<file path="src/rtl/ccls_pkg.sv">
package ccls_pkg;
  localparam int NUM_STAGES = 3;

  localparam logic [2:0] LBL_GAUSS = 3'd0;
  localparam logic [2:0] LBL_BPSK  = 3'd1;
  localparam logic [2:0] LBL_QPSK  = 3'd2;
  localparam logic [2:0] LBL_QAM16 = 3'd3;
  localparam logic [2:0] LBL_QAM64 = 3'd4;
  localparam logic [2:0] LBL_UNK   = 3'd7;

  // Strobes from control to datapath, one bit per stage.
  typedef struct packed {
    logic [NUM_STAGES-1:0] adv;   // a vector enters stage k this cycle
    logic [NUM_STAGES-1:0] eval;  // stage k must compute (vector still undecided)
  } stage_strobe_t;
endpackage

</file>
<file path="src/rtl/ccls_control.sv">
module ccls_control
  import ccls_pkg::*;
(
  input  logic          clk,
  input  logic          rstN,
  input  logic          inValid,
  input  logic          done1,
  input  logic          done2,
  output stage_strobe_t stb,
  output logic          outValid
);
  logic [NUM_STAGES-1:0] vldPipe;

  always_ff @(posedge clk) begin
    if (!rstN) begin
      vldPipe <= '0;
    end else begin
      vldPipe <= {vldPipe[NUM_STAGES-2:0], inValid};
    end
  end

  always_comb begin
    stb.adv[0]  = inValid;
    stb.eval[0] = inValid;
    stb.adv[1]  = vldPipe[0];
    stb.eval[1] = vldPipe[0] & ~done1;
    stb.adv[2]  = vldPipe[1];
    stb.eval[2] = vldPipe[1] & ~done2;
  end

  assign outValid = vldPipe[NUM_STAGES-1];
endmodule

</file>
<file path="src/rtl/ccls_datapath.sv">
module ccls_datapath
  import ccls_pkg::*;
#(
  parameter int FEAT_W   = 18,
  parameter int RAT_W    = 10,
  parameter int RAT_FRAC = 8
) (
  input  logic              clk,
  input  logic              rstN,
  input  stage_strobe_t     stb,
  input  logic [FEAT_W-1:0] c40In,
  input  logic [FEAT_W-1:0] c42In,
  input  logic [FEAT_W-1:0] c61In,
  input  logic [FEAT_W-1:0] gaussThr,
  input  logic [RAT_W-1:0]  pskRatio,
  input  logic [RAT_W-1:0]  qamRatio,
  input  logic [FEAT_W-1:0] bpskThr,
  input  logic [FEAT_W-1:0] unkThr,
  output logic              done1,
  output logic              done2,
  output logic [2:0]        outLabel
);
  localparam int SHIFT_W = FEAT_W + RAT_FRAC;
  localparam int MUL_W   = FEAT_W + RAT_W;
  localparam int PROD_W  = (SHIFT_W > MUL_W ? SHIFT_W : MUL_W) + 1;

  // Stage 1: Gaussianity test
  logic              isGauss;
  logic [2:0]        lbl1;
  logic [FEAT_W-1:0] c40S1, c42S1, c61S1;

  assign isGauss = c42In < gaussThr;

  always_ff @(posedge clk) begin
    if (!rstN) begin
      done1 <= 1'b0;
      lbl1  <= LBL_GAUSS;
      c40S1 <= '0;
      c42S1 <= '0;
      c61S1 <= '0;
    end else if (stb.adv[0]) begin
      done1 <= isGauss;
      lbl1  <= isGauss ? LBL_GAUSS : LBL_UNK;
      if (stb.eval[0] && !isGauss) begin
        c40S1 <= c40In;
        c42S1 <= c42In;
        c61S1 <= c61In;
      end
    end
  end

  // Stage 2: cross-multiplied ratio tests
  logic [PROD_W-1:0] c40Scaled, pskRhs, qamRhs;
  logic              pskHit, qam16Hit;
  logic [2:0]        lbl2;
  logic [FEAT_W-1:0] c61S2;

  assign c40Scaled = PROD_W'(c40S1) << RAT_FRAC;
  assign pskRhs    = PROD_W'(pskRatio) * PROD_W'(c42S1);
  assign qamRhs    = PROD_W'(qamRatio) * PROD_W'(c42S1);
  assign pskHit    = c40Scaled > pskRhs;
  assign qam16Hit  = c40Scaled > qamRhs;

  always_ff @(posedge clk) begin
    if (!rstN) begin
      done2 <= 1'b0;
      lbl2  <= LBL_GAUSS;
      c61S2 <= '0;
    end else if (stb.adv[1]) begin
      if (stb.eval[1]) begin
        done2 <= ~pskHit;
        if (pskHit) begin
          lbl2  <= LBL_UNK;
          c61S2 <= c61S1;
        end else begin
          lbl2 <= qam16Hit ? LBL_QAM16 : LBL_QAM64;
        end
      end else begin
        done2 <= 1'b1;
        lbl2  <= lbl1;
      end
    end
  end

  // Stage 3: sixth-order split of the phase-shift pair
  logic [2:0] pskLabel;

  always_comb begin
    if (c61S2 >= bpskThr)     pskLabel = LBL_BPSK;
    else if (c61S2 < unkThr)  pskLabel = LBL_UNK;
    else                      pskLabel = LBL_QPSK;
  end

  always_ff @(posedge clk) begin
    if (!rstN) begin
      outLabel <= LBL_GAUSS;
    end else if (stb.adv[2]) begin
      outLabel <= stb.eval[2] ? pskLabel : lbl2;
    end
  end
endmodule

</file>
<file path="src/rtl/cumulant_tree_classifier.sv">
module cumulant_tree_classifier
  import ccls_pkg::*;
#(
  parameter int FEAT_W   = 18,
  parameter int RAT_W    = 10,
  parameter int RAT_FRAC = 8
) (
  input  logic              clk,
  input  logic              rstN,
  input  logic              inValid,
  input  logic [FEAT_W-1:0] c40Mag,
  input  logic [FEAT_W-1:0] c42Mag,
  input  logic [FEAT_W-1:0] c61Mag,
  input  logic [FEAT_W-1:0] gaussThr,
  input  logic [RAT_W-1:0]  pskRatio,
  input  logic [RAT_W-1:0]  qamRatio,
  input  logic [FEAT_W-1:0] bpskThr,
  input  logic [FEAT_W-1:0] unkThr,
  output logic              outValid,
  output logic [2:0]        outLabel
);
  stage_strobe_t stb;
  logic          done1, done2;

  ccls_control uCtl (
    .clk      (clk),
    .rstN     (rstN),
    .inValid  (inValid),
    .done1    (done1),
    .done2    (done2),
    .stb      (stb),
    .outValid (outValid)
  );

  ccls_datapath #(
    .FEAT_W   (FEAT_W),
    .RAT_W    (RAT_W),
    .RAT_FRAC (RAT_FRAC)
  ) uDp (
    .clk      (clk),
    .rstN     (rstN),
    .stb      (stb),
    .c40In    (c40Mag),
    .c42In    (c42Mag),
    .c61In    (c61Mag),
    .gaussThr (gaussThr),
    .pskRatio (pskRatio),
    .qamRatio (qamRatio),
    .bpskThr  (bpskThr),
    .unkThr   (unkThr),
    .done1    (done1),
    .done2    (done2),
    .outLabel (outLabel)
  );
endmodule

</file>
<file path="config.mk">
export PLATFORM = sky130hd
export DESIGN_NAME = cumulant_tree_classifier
export DESIGN_NICKNAME = d
export VERILOG_FILES = /design/src/rtl/ccls_pkg.sv /design/src/rtl/ccls_control.sv /design/src/rtl/ccls_datapath.sv /design/src/rtl/cumulant_tree_classifier.sv
export SDC_FILE = /design/constraint.sdc
export NUM_CORES = 1
export LEC_CHECK = 0
export BUFFER_PORTS_ARGS = -buffer_cell sky130_fd_sc_hd__buf_4
export CORE_MARGIN = 2
export CORE_UTILIZATION = 45
export CTS_BUF_LIST = sky130_fd_sc_hd__clkbuf_4 sky130_fd_sc_hd__clkbuf_8 sky130_fd_sc_hd__clkbuf_16
export CTS_CLUSTER_DIAMETER = 40
export CTS_CLUSTER_SIZE = 10
export DETAILED_ROUTE_END_ITERATION = 8
export PLACE_DENSITY = 0.7
export SLEW_MARGIN = 20
export SYNTH_ARGS = -nofsm -noshare
export SYNTH_HDL_FRONTEND = slang
export SYNTH_SLANG_ARGS = --single-unit
</file>
<file path="constraint.sdc">
create_clock -name clk -period 27 [get_ports clk]
set_clock_uncertainty 0.1 [all_clocks]
set_input_delay 8.1 -clock clk [delete_from_list [all_inputs] [get_ports clk]]
set_output_delay 8.1 -clock clk [all_outputs]
set_load 0.02 [all_outputs]
</file>
Yosys cells after proc, flatten, opt, wreduce, memory -nomap -nowiden --
Cells that the tools add are included.
Operators by class: reductions and logical operators 4, order comparisons 5, mux-type cells 8, multiply operators 2, bitwise operators 5
Operators by type and width (number):
- 26-bit by 28-bit greater-than comparator with 1-bit output | 2
- 10-bit by 18-bit multiplier with 28-bit output | 2
- 18-bit less-than comparator | 2
- 3-bit two-way mux | 7
- 18-bit >= comparator | 1
- 1-bit NOT | 3
- 3-bit AND reduction | 1
- 1-bit bitwise AND | 2
- 2-bit AND reduction | 1
- 1-bit logical AND | 1
- 1-bit logical NOT | 1
- 1-bit two-way mux | 1
Word-level totals: flip-flop bits (word level) 86, output and inout port bits 4, input port bits 131, word-level logic and storage cells 34

Depth between registers and ports, before layout --
Gate-level depths: netlist of run 1.
word-level depth 5, depth in mapped cells 34

Hierarchy --
Synthesis of run 1 repeated with hierarchy kept, for this count alone.
Unflattened totals: cells, all modules 1931, area, all modules 16694.8 µm²
Modules (own cells, without submodules):
- ccls_datapath | sequential area each 1601.5 µm², times used 1, area each 16573.4 µm², cells an instance 1921
- ccls_control | sequential area each 60.1 µm², times used 1, area each 121.4 µm², cells an instance 10

Least setup slack after synthesis of run 1 --
No wires, ideal clock.
path type input to register, start point in pskRatio[3], end point reg uDp.c61S2[0], path buffers 3, slack 11983 ps, data arrival time 14801 ps, setup time 116 ps, stages 33, cells stage by stage clkbuf_1 > clkbuf_1 > nand2_1 > fa_1 > inv_1 > fa_1 > inv_1 > fa_1 > inv_1 > fa_1 > inv_1 > fa_1 > inv_1 > ha_1 > o21ai_0 > or2_1 > o2bb2ai_1 > or2_2 > o21ai_0 > a21o_1 > a21o_1 > xnor2_1 > ha_1 > and3_1 > a221oi_1 > o21ai_0 > a221o_1 > and3_1 > o21ai_0 > nor4_4 > buf_6 > mux2i_1 > nor2b_1
Between the ends: cells in the longest elaborated chain, start to end 3
RTL lines:
- from (decl) | RTL line cumulant_tree_classifier.sv:15 | input logic [RAT_W-1:0] pskRatio,
- 10-bit by 18-bit multiplier with 28-bit output | RTL line ccls_datapath.sv:59 | assign pskRhs = PROD_W'(pskRatio) * PROD_W'(c42S1);
- 26-bit by 28-bit greater-than comparator with 1-bit output | RTL line ccls_datapath.sv:61 | assign pskHit = c40Scaled > pskRhs;
- 3-bit AND reduction (no line)
- to (signal assigned) | RTL line ccls_datapath.sv:74 | c61S2 <= c61S1;
- to (decl) | RTL line ccls_datapath.sv:56 | logic [FEAT_W-1:0] c61S2;
Every way passes these cells. A chain may end at the register's enable or synchronous reset.

Final worst setup path of run 1 --
start point in qamRatio[9], end point reg uDp.lbl2[1]
Between the ends: cells in the longest elaborated chain, start to end 5
RTL lines:
- from (decl) | RTL line cumulant_tree_classifier.sv:16 | input logic [RAT_W-1:0] qamRatio,
- 10-bit by 18-bit multiplier with 28-bit output | RTL line ccls_datapath.sv:60 | assign qamRhs = PROD_W'(qamRatio) * PROD_W'(c42S1);
- 26-bit by 28-bit greater-than comparator with 1-bit output | RTL line ccls_datapath.sv:62 | assign qam16Hit = c40Scaled > qamRhs;
- 3-bit two-way mux | RTL line ccls_datapath.sv:76 | lbl2 <= qam16Hit ? LBL_QAM16 : LBL_QAM64;
- 3-bit two-way mux | RTL line ccls_datapath.sv:72 | if (pskHit) begin
- 3-bit two-way mux | RTL line ccls_datapath.sv:70 | if (stb.eval[1]) begin
- to (signal assigned) | RTL line ccls_datapath.sv:76
- to (signal assigned) | RTL line ccls_datapath.sv:80 | lbl2 <= lbl1;
- to (decl) | RTL line ccls_datapath.sv:55 | logic [2:0] lbl2;
Every way passes these cells.

==> metrics.sh, run 1 <==
VIAS=13300
CRITICAL_PATH_PEAK_FANOUT=18
RUN_STATUS='finished clean'
FINAL.MIN_CLOCK_PERIOD_NS=15.37
END_KIND='flip-flop'
REGTOREGENDPOINT='uDp.lbl2[1]$_SDFFE_PN0P_'
SYNTHESIZED_NET_COUNT=2575
CLOCK_PATH_BUFFERS=2
INITIAL_ANTENNA_VIOLATION_COUNT=0
CORE_ROWS=70
COUNT_OF_BUFFERING_CELLS_ON_THE_CRITICAL_PATH_WITH_INVERTERS_INCLUDED=4
AVGROUTEDWIREPERCELL_UM=16.2
FLOORPLAN.INITIALDENSITY=0.457
POST_SYNTH_INST_COUNT=1978
POSTSYNTH.ASYNCRESETSHARE=0
DRCVIOLATIONCOUNT=0
CTS_NUM_SINKS=83
CTS-HOLD-FIX-BUFFERS=0
CRITICAL_PATH.STARTPOINT_TYPE='primary input'
DRT.ANTENNA.VIOLATING_NETS=0
DIE_AREA_UM2=38900
PIN_COUNT=135
CRITPATHCAPTURE='uDp.lbl2[1]$_SDFFE_PN0P_'
POST-LAYOUT-TOTAL-POWER_mW=0.597
SYNTH_AREA_PER_CELL_UM2=8.49
SYNTH.MOST_COMMON_CELL='sky130_fd_sc_hd__inv_1'
HPWLAFTERDP_UM=32600
POST_CTS.REPAIR.SETUP_BUFFERS=0
CELLLEAKAGEPOWER_nW=9.88
SYNTH.DISTINCT_CELLS=58
SYNTH_SEQ_AREA_SHARE=0.0990
GRT_UTIL_ALL_LAYERS=0.220
CLOCK_TRANSITION_AT_THE_REGISTERS_OF_THE_REPORTED_PATHS_NS=0.07
WORST-PATH-STAGES=29
GRT_PASS1_WL_UM=69000
SYN-CELL-AREA_UM2=16800
CP-STARTPOINT='qamRatio[9]'
WIRELENGTH_UM=40800
WORST_HOLD_PATH_TYPE='reg2reg'
CRIT_SLOWEST_CELL='sky130_fd_sc_hd__fa_1'
UTILIZATION=0.503
DIEWIDTH_UM=197
YOSYS-TOP-CELLS-AREA='sky130_fd_sc_hd__fa_1, sky130_fd_sc_hd__ha_1, sky130_fd_sc_hd__dfxtp_1, sky130_fd_sc_hd__inv_1, sky130_fd_sc_hd__nand2_1'
REG2REG_DEPTH=28
TIMING.CRITICAL_PATH.MODE_CELL='sky130_fd_sc_hd__fa_1'
AREA_GROWTH_PCT=10.0
FP.COREAREA_UM2=36700
GRT.OVERFLOW.TOTAL=0
MAX-VDD-IR-DROP_mV=0.0286
VIASPERCELL=5.28
TIMING.SETUP.CRITICAL_PATH_CLASS='in2reg'
MIN_PERIOD_OVER_PERIOD=0.569
CTSROOTBUFFERMASTER='sky130_fd_sc_hd__clkbuf_16'
LARGEST_NET_DEGREE_AT_THE_START_OF_GLOBAL_ROUTING=77
MAX_FREQ_MHz=65.1
TIMING.REG2REG.SETUP_SLACK_NS=18.58
FINAL_TNS_SETUP_NS=0
SYNTH_WARNINGS=0
SYNTH_TOP_AREA_SHARE=0.301
REQUIRED_NS=27.14
TIMING_MAX_TRANSITION_VIOLATIONS_FINAL=0
FINALSETUPVIOLCOUNT=0
BUFFER_PORTS.INSERTED=134
GRT_PASS1_VIAS=14200
DRT_ITER0_DRC=537
NUMBER_OF_ENABLE_FLIP_FLOP_CELLS_AFTER_SYNTHESIS=0
HOLD_PATH_DEPTH=2
WORST_PIN_SLEW_NS=1.13
HOLD_PATH_STARTPOINT='uDp.c61S1[11]$_SDFFE_PN0P_'
POST_CTS_RESIZE_COUNT=0
CLKLATENCYLATEPIN_NS=0.36
FIRST_PASS_ITERS=5
GPL.FINAL_WEIGHTED_CONGESTION=0.870
CRITICAL_PATH.REG2REG.STARTPOINT='uDp.c42S1[3]$_SDFFE_PN0P_'
DRIVE_ABOVE_1_SHARE=0.0843
CTS_BUFFERS=9
YS_DOMINANT_REG_CELL='sky130_fd_sc_hd__dfxtp_1'
WORST_SLEW_MARGIN_REL=0.243
CTS_TREE='built'
DIE_HEIGHT_UM=197
FILLERS=3514
WORST_PATH_DOMINANT_CELL_FAMILY='adder cells'
P_PER_AREA_nW_PER_UM2=32.3
POST_SYNTH_TOP_CELLS='sky130_fd_sc_hd__inv_1, sky130_fd_sc_hd__nand2_1, sky130_fd_sc_hd__fa_1, sky130_fd_sc_hd__ha_1, sky130_fd_sc_hd__and2_1'
SYNTH-SEQ-CELLS=83
UNREPAIRED_SETUP_ENDPOINTS_AFTER_GLOBAL_ROUTING='false'
HTREE_LEVELS=3
MAXCAPVIOLCOUNT=0
CP_SLOWEST_STAGE_DELAY_NS=0.56
TIMING.CRITICAL_PATH.ARRIVAL_NS=15.52
NUM-NETS-FINAL=2645
HOLD_VIOL=0
YOSYS_TOP_CELL_BY_AREA='sky130_fd_sc_hd__fa_1'
-- cells by family after synthesis --
| family | after synthesis | share of synthesized area |
|---|---|---|
| AND/OR/NAND/NOR | 641 | 0.184 |
| adder cells (fa/ha/maj) | 466 | 0.460 |
| XOR/XNOR | 44 | 0.0238 |
| multiplexers | 75 | 0.0450 |
| AO/OA/AOI/OAI | 231 | 0.0885 |
| flip-flops | 83 | 0.0990 |
| buffers and inverters | 438 | 0.0993 |
-- flip-flops by register name, indices dropped and copies added, names as in the netlist --
signal and count:
uDp.c40S1 18, uDp.done1 1, uCtl.vldPipe 3, uDp.c61S2 18, uDp.c61S1 18, uDp.c42S1 18
uDp.lbl2 2, uDp.done2 1, uDp.lbl1 1, uDp.outLabel 3
-- placed cells by master, fill, tap and decap left out, types with 29 or more instances in the layout --
master and n:
sky130_fd_sc_hd__nor2b_1 30, sky130_fd_sc_hd__fa_1 252, sky130_fd_sc_hd__a21o_1 39, sky130_fd_sc_hd__dfxtp_1 83
sky130_fd_sc_hd__inv_1 349, sky130_fd_sc_hd__nor2_1 29, sky130_fd_sc_hd__ha_1 214, sky130_fd_sc_hd__a21oi_1 61
sky130_fd_sc_hd__nand2_1 344, sky130_fd_sc_hd__mux2i_1 74, sky130_fd_sc_hd__buf_4 148, sky130_fd_sc_hd__o21ai_0 57
sky130_fd_sc_hd__and2_1 164
-- worst reg2reg max path: cells and delay by family (launching register included) --
family / cells / cell delay (ns)
buffers and inverters: 3 / 0.16
adder cells (fa/ha/maj): 7 / 3.39
XOR/XNOR: 1 / 0.17
flip-flops: 1 / 0.97
AO/OA/AOI/OAI: 11 / 2.33
AND/OR/NAND/NOR: 6 / 1.21
-- metal layers --
layer  track usage  vias up  part of all wire
met1         0.298     6599              0.45
met3        0.0208       44             0.038
met4        0.0640        0             0.026
met5             0        -                 0
met2         0.375      313              0.49
li1              -     6350                 -
-- layout make-up --
cell class	count	area, µm²	area share
sequential	83	1660	0.0900
clock inverter	7	105	0.00569
antenna	1	2.50	0.000136
inverter	349	1310	0.0709
tap	468	586	0.0317
clock buffer	9	225	0.0122
multi-input combinational	1457	13500	0.729
timing repair buffer	148	1110	0.0602
-- metrics by stage --
step | cells | setup WS [ns] | instance area (µm²) | hold slack [ns]
2_1_floorplan | 1978 | 11.98 | 16800 | 0.334
3_3_place_gp | 2505 | 11.62 | 18100 | 0.342
3_5_place_dp | 2505 | 11.44 | 18100 | 0.349
4_1_cts | 2521 | 11.80 | 18500 | 0.362
5_1_grt | 2521 | 11.23 | 18500 | 0.379
6_report | 2522 | 11.63 | 18500 | 0.359
-- power by group --
part	switching (mW)	leakage [nW]	internal, mW
clock	0.0578	0.164	0.0829
sequential	0.0119	0.676	0.129
combinational	0.180	9.04	0.136
total	0.250	9.88	0.347
-- how the worst min path moves through the flow --
stage | end | slack, ns
after CTS | uDp.c42S1[8]$_SDFFE_PN0P_ | 0.36
after floorplan | uDp.c61S1[0]$_SDFFE_PN0P_ | 0.33
after global routing | uDp.c61S1[11]$_SDFFE_PN0P_ | 0.38
after detailed placement | uDp.c42S1[8]$_SDFFE_PN0P_ | 0.35
final | uDp.c61S1[11]$_SDFFE_PN0P_ | 0.36
after global placement | uDp.c61S1[3]$_SDFFE_PN0P_ | 0.34
Note: power is estimated with default switching activity, not from simulation.
==> run 2, diff against run 1 <==
PLACE_DENSITY = 0.72   (was 0.7)
clock period = 13.8 ns   (was 27 ns; I/O delays follow)
==> run 2 against run 1 <==
- clock power up 94%
- cell count about the same
- clock-buffer cell count unchanged
- power up 96%
- critical path depth unchanged
- register-to-register slack worse by 13 ns
- wire length up 0.75%
- via count up 1.0%
- combinational power up 96%
- critical path type unchanged
- largest cell class unchanged
- largest power group unchanged
==> metrics.sh, run 2 (synthesis gave the netlist of run 1 again) <==
RUN_STATUS='finished clean'
FINAL_TNS_SETUP_NS=0  # unchanged
WORST_HOLD_PATH_TYPE='reg2reg'
HOLD_VIOL=0  # unchanged
CLOCK_PATH_BUFFERS=2  # unchanged
WORST_SLEW_MARGIN_REL=0.227  # -0.0162
FP.COREAREA_UM2=36700  # unchanged
MAX_FREQ_MHz=88.1
FINAL.MIN_CLOCK_PERIOD_NS=11.35
HOLD_PATH_STARTPOINT='uDp.c61S1[2]$_SDFFE_PN0P_'
REQUIRED_NS=13.99  # -13.15 ns
P_PER_AREA_nW_PER_UM2=63.4  # +96%
NUM-NETS-FINAL=2643  # -0.076%
COUNT_OF_BUFFERING_CELLS_ON_THE_CRITICAL_PATH_WITH_INVERTERS_INCLUDED=4  # unchanged
WORST_PATH_DOMINANT_CELL_FAMILY='adder cells'
LAYOUT_COMMON_CELLS='sky130_fd_sc_hd__inv_1, sky130_fd_sc_hd__nand2_1, sky130_fd_sc_hd__fa_1'
AVGROUTEDWIREPERCELL_UM=16.3  # +0.83%
POST-ROUTE-CELL-AREA_UM2=18500  # about the same
CP-STARTPOINT='qamRatio[8]'
DRT.ANTENNA.VIOLATING_NETS=0  # unchanged
INITIAL_ANTENNA_VIOLATION_COUNT=1  # +1
GRT_UTIL_ALL_LAYERS=0.223  # +0.00311
FIRST_PASS_ITERS=5  # unchanged
TIMING.SETUP.CRITICAL_PATH_CLASS='in2reg'
LARGEST_NET_DEGREE_AT_THE_START_OF_GLOBAL_ROUTING=74  # -3.9%
CELLLEAKAGEPOWER_nW=9.88  # about the same
CRIT_SLOWEST_CELL='sky130_fd_sc_hd__fa_1'
MOST_COMMON_CELL_AFTER_LAYOUT_FILL_AND_TAPS_ASIDE='sky130_fd_sc_hd__inv_1'
POST_CTS.REPAIR.SETUP_BUFFERS=0  # unchanged
POST_CTS_RESIZE_COUNT=0  # unchanged
CLOCK_TRANSITION_AT_THE_REGISTERS_OF_THE_REPORTED_PATHS_NS=0.07  # about the same
CTS_NUM_SINKS=83  # unchanged
FINALSETUPVIOLCOUNT=0  # unchanged
DIE_AREA_UM2=38900  # unchanged
DRIVE_ABOVE_1_SHARE=0.0834  # -0.000893
CRITICAL_PATH.REG2REG.STARTPOINT='uDp.c42S1[9]$_SDFFE_PN0P_'
HPWLAFTERDP_UM=32900  # +0.69%
CORE_ROWS=70  # unchanged
DRT_ITER0_DRC=617  # +15%
VIAS=13400  # +1.0%
FILLERS=3488  # -0.74%
CTS_TREE='built'
CP_SLOWEST_STAGE_DELAY_NS=0.55  # about the same
CLKLATENCYLATEPIN_NS=0.36  # about the same
WORST_PIN_SLEW_NS=1.16  # +0.0242 ns
END_KIND='flip-flop'
POSTPLACECELLAREA_UM2=18100  # -0.12%
MAX-VDD-IR-DROP_mV=0.0679  # +140%
HTREE_LEVELS=3  # unchanged
POST-LAYOUT-TOTAL-POWER_mW=1.17  # +96%
AREA_GROWTH_PCT=10.0  # about the same
DRCVIOLATIONCOUNT=0  # unchanged
VIASPERCELL=5.33  # +1.1%
CRITICAL_PATH_PEAK_FANOUT=18  # unchanged
UNREPAIRED_SETUP_ENDPOINTS_AFTER_GLOBAL_ROUTING='false'
FLOORPLAN.INITIALDENSITY=0.457  # unchanged
GRT_PASS1_WL_UM=69700  # +0.95%
CTS-HOLD-FIX-BUFFERS=0  # unchanged
TIMING_MAX_TRANSITION_VIOLATIONS_FINAL=0  # unchanged
GRT_PASS1_VIAS=14200  # +0.37%
TIMING.CRITICAL_PATH.MODE_CELL='sky130_fd_sc_hd__fa_1'
DIE_HEIGHT_UM=197  # unchanged
GRT.OVERFLOW.TOTAL=0  # unchanged
DIEWIDTH_UM=197  # unchanged
CRITICAL_PATH.STARTPOINT_TYPE='primary input'
MIN_PERIOD_OVER_PERIOD=0.823
MAXCAPVIOLCOUNT=0  # unchanged
PIN_COUNT=135  # unchanged
TIMING.CRITICAL_PATH.ARRIVAL_NS=11.54  # -3.98 ns
WIRELENGTH_UM=41100  # +0.75%
CTSROOTBUFFERMASTER='sky130_fd_sc_hd__clkbuf_16'
BUFFER_PORTS.INSERTED=134  # unchanged
CTS_BUFFERS=9  # unchanged
GPL.FINAL_WEIGHTED_CONGESTION=0.887  # +2.0%
run 2: layout make-up:
cell class / instances / area, µm² / share of cell area
diodes: 1 / 2.50 / 0.000135
clock buffers: 9 / 225 / 0.0122
clock inverters: 7 / 105 / 0.00569
inverters: 349 / 1310 / 0.0709
multi-input cells: 1457 / 13500 / 0.729
flip-flops and latches: 83 / 1660 / 0.0899
well taps: 468 / 586 / 0.0317
repair buffers: 146 / 1120 / 0.0604
run 2: tightest hold or removal path, cell delays in order, from the launching register on:
cell	delay (ns)
sky130_fd_sc_hd__dfxtp_1	0.31
sky130_fd_sc_hd__nand2_1	0.05
sky130_fd_sc_hd__mux2i_1	0.05
run 2: worst paths after layout:
| check | to | slack (ns) | depth (start not counted) |
|---|---|---|---|
| worst max-delay path | uDp.lbl2[2]$_SDFFE_PN0P_ | 2.45 | 29 |
| worst min-delay path | uDp.c61S1[2]$_SDFFE_PN0P_ | 0.36 | 2 |
| worst max register to register | uDp.lbl2[2]$_SDFFE_PN0P_ | 5.39 | 28 |
| worst min register to register | uDp.c61S1[2]$_SDFFE_PN0P_ | 0.36 | 2 |
run 2: per-stage QoR:
step / worst slack, ns / utilization / instances / hold slack [ns]
global route: 2.01 / 0.503 / 2520 / 0.376
floorplan: 2.74 / - / 1978 / 0.334
global placement: 2.41 / 0.494 / 2502 / 0.341
detailed placement: 2.17 / 0.494 / 2502 / 0.346
finish: 2.45 / 0.503 / 2520 / 0.360
CTS: 2.55 / 0.503 / 2518 / 0.360
run 2: power by group:
| part | internal, mW | leakage (nW) | switching [mW] |
|---|---|---|---|
| clock network | 0.162 | 0.164 | 0.112 |
| logic | 0.266 | 9.04 | 0.354 |
| registers | 0.252 | 0.676 | 0.0244 |
| total | 0.680 | 9.88 | 0.491 |
run 2: metal layers:
metal	global-route usage	share of wire
met3	0.0297	0.049
met4	0.0808	0.034
met5	0	0
met2	0.389	0.49
met1	0.283	0.43
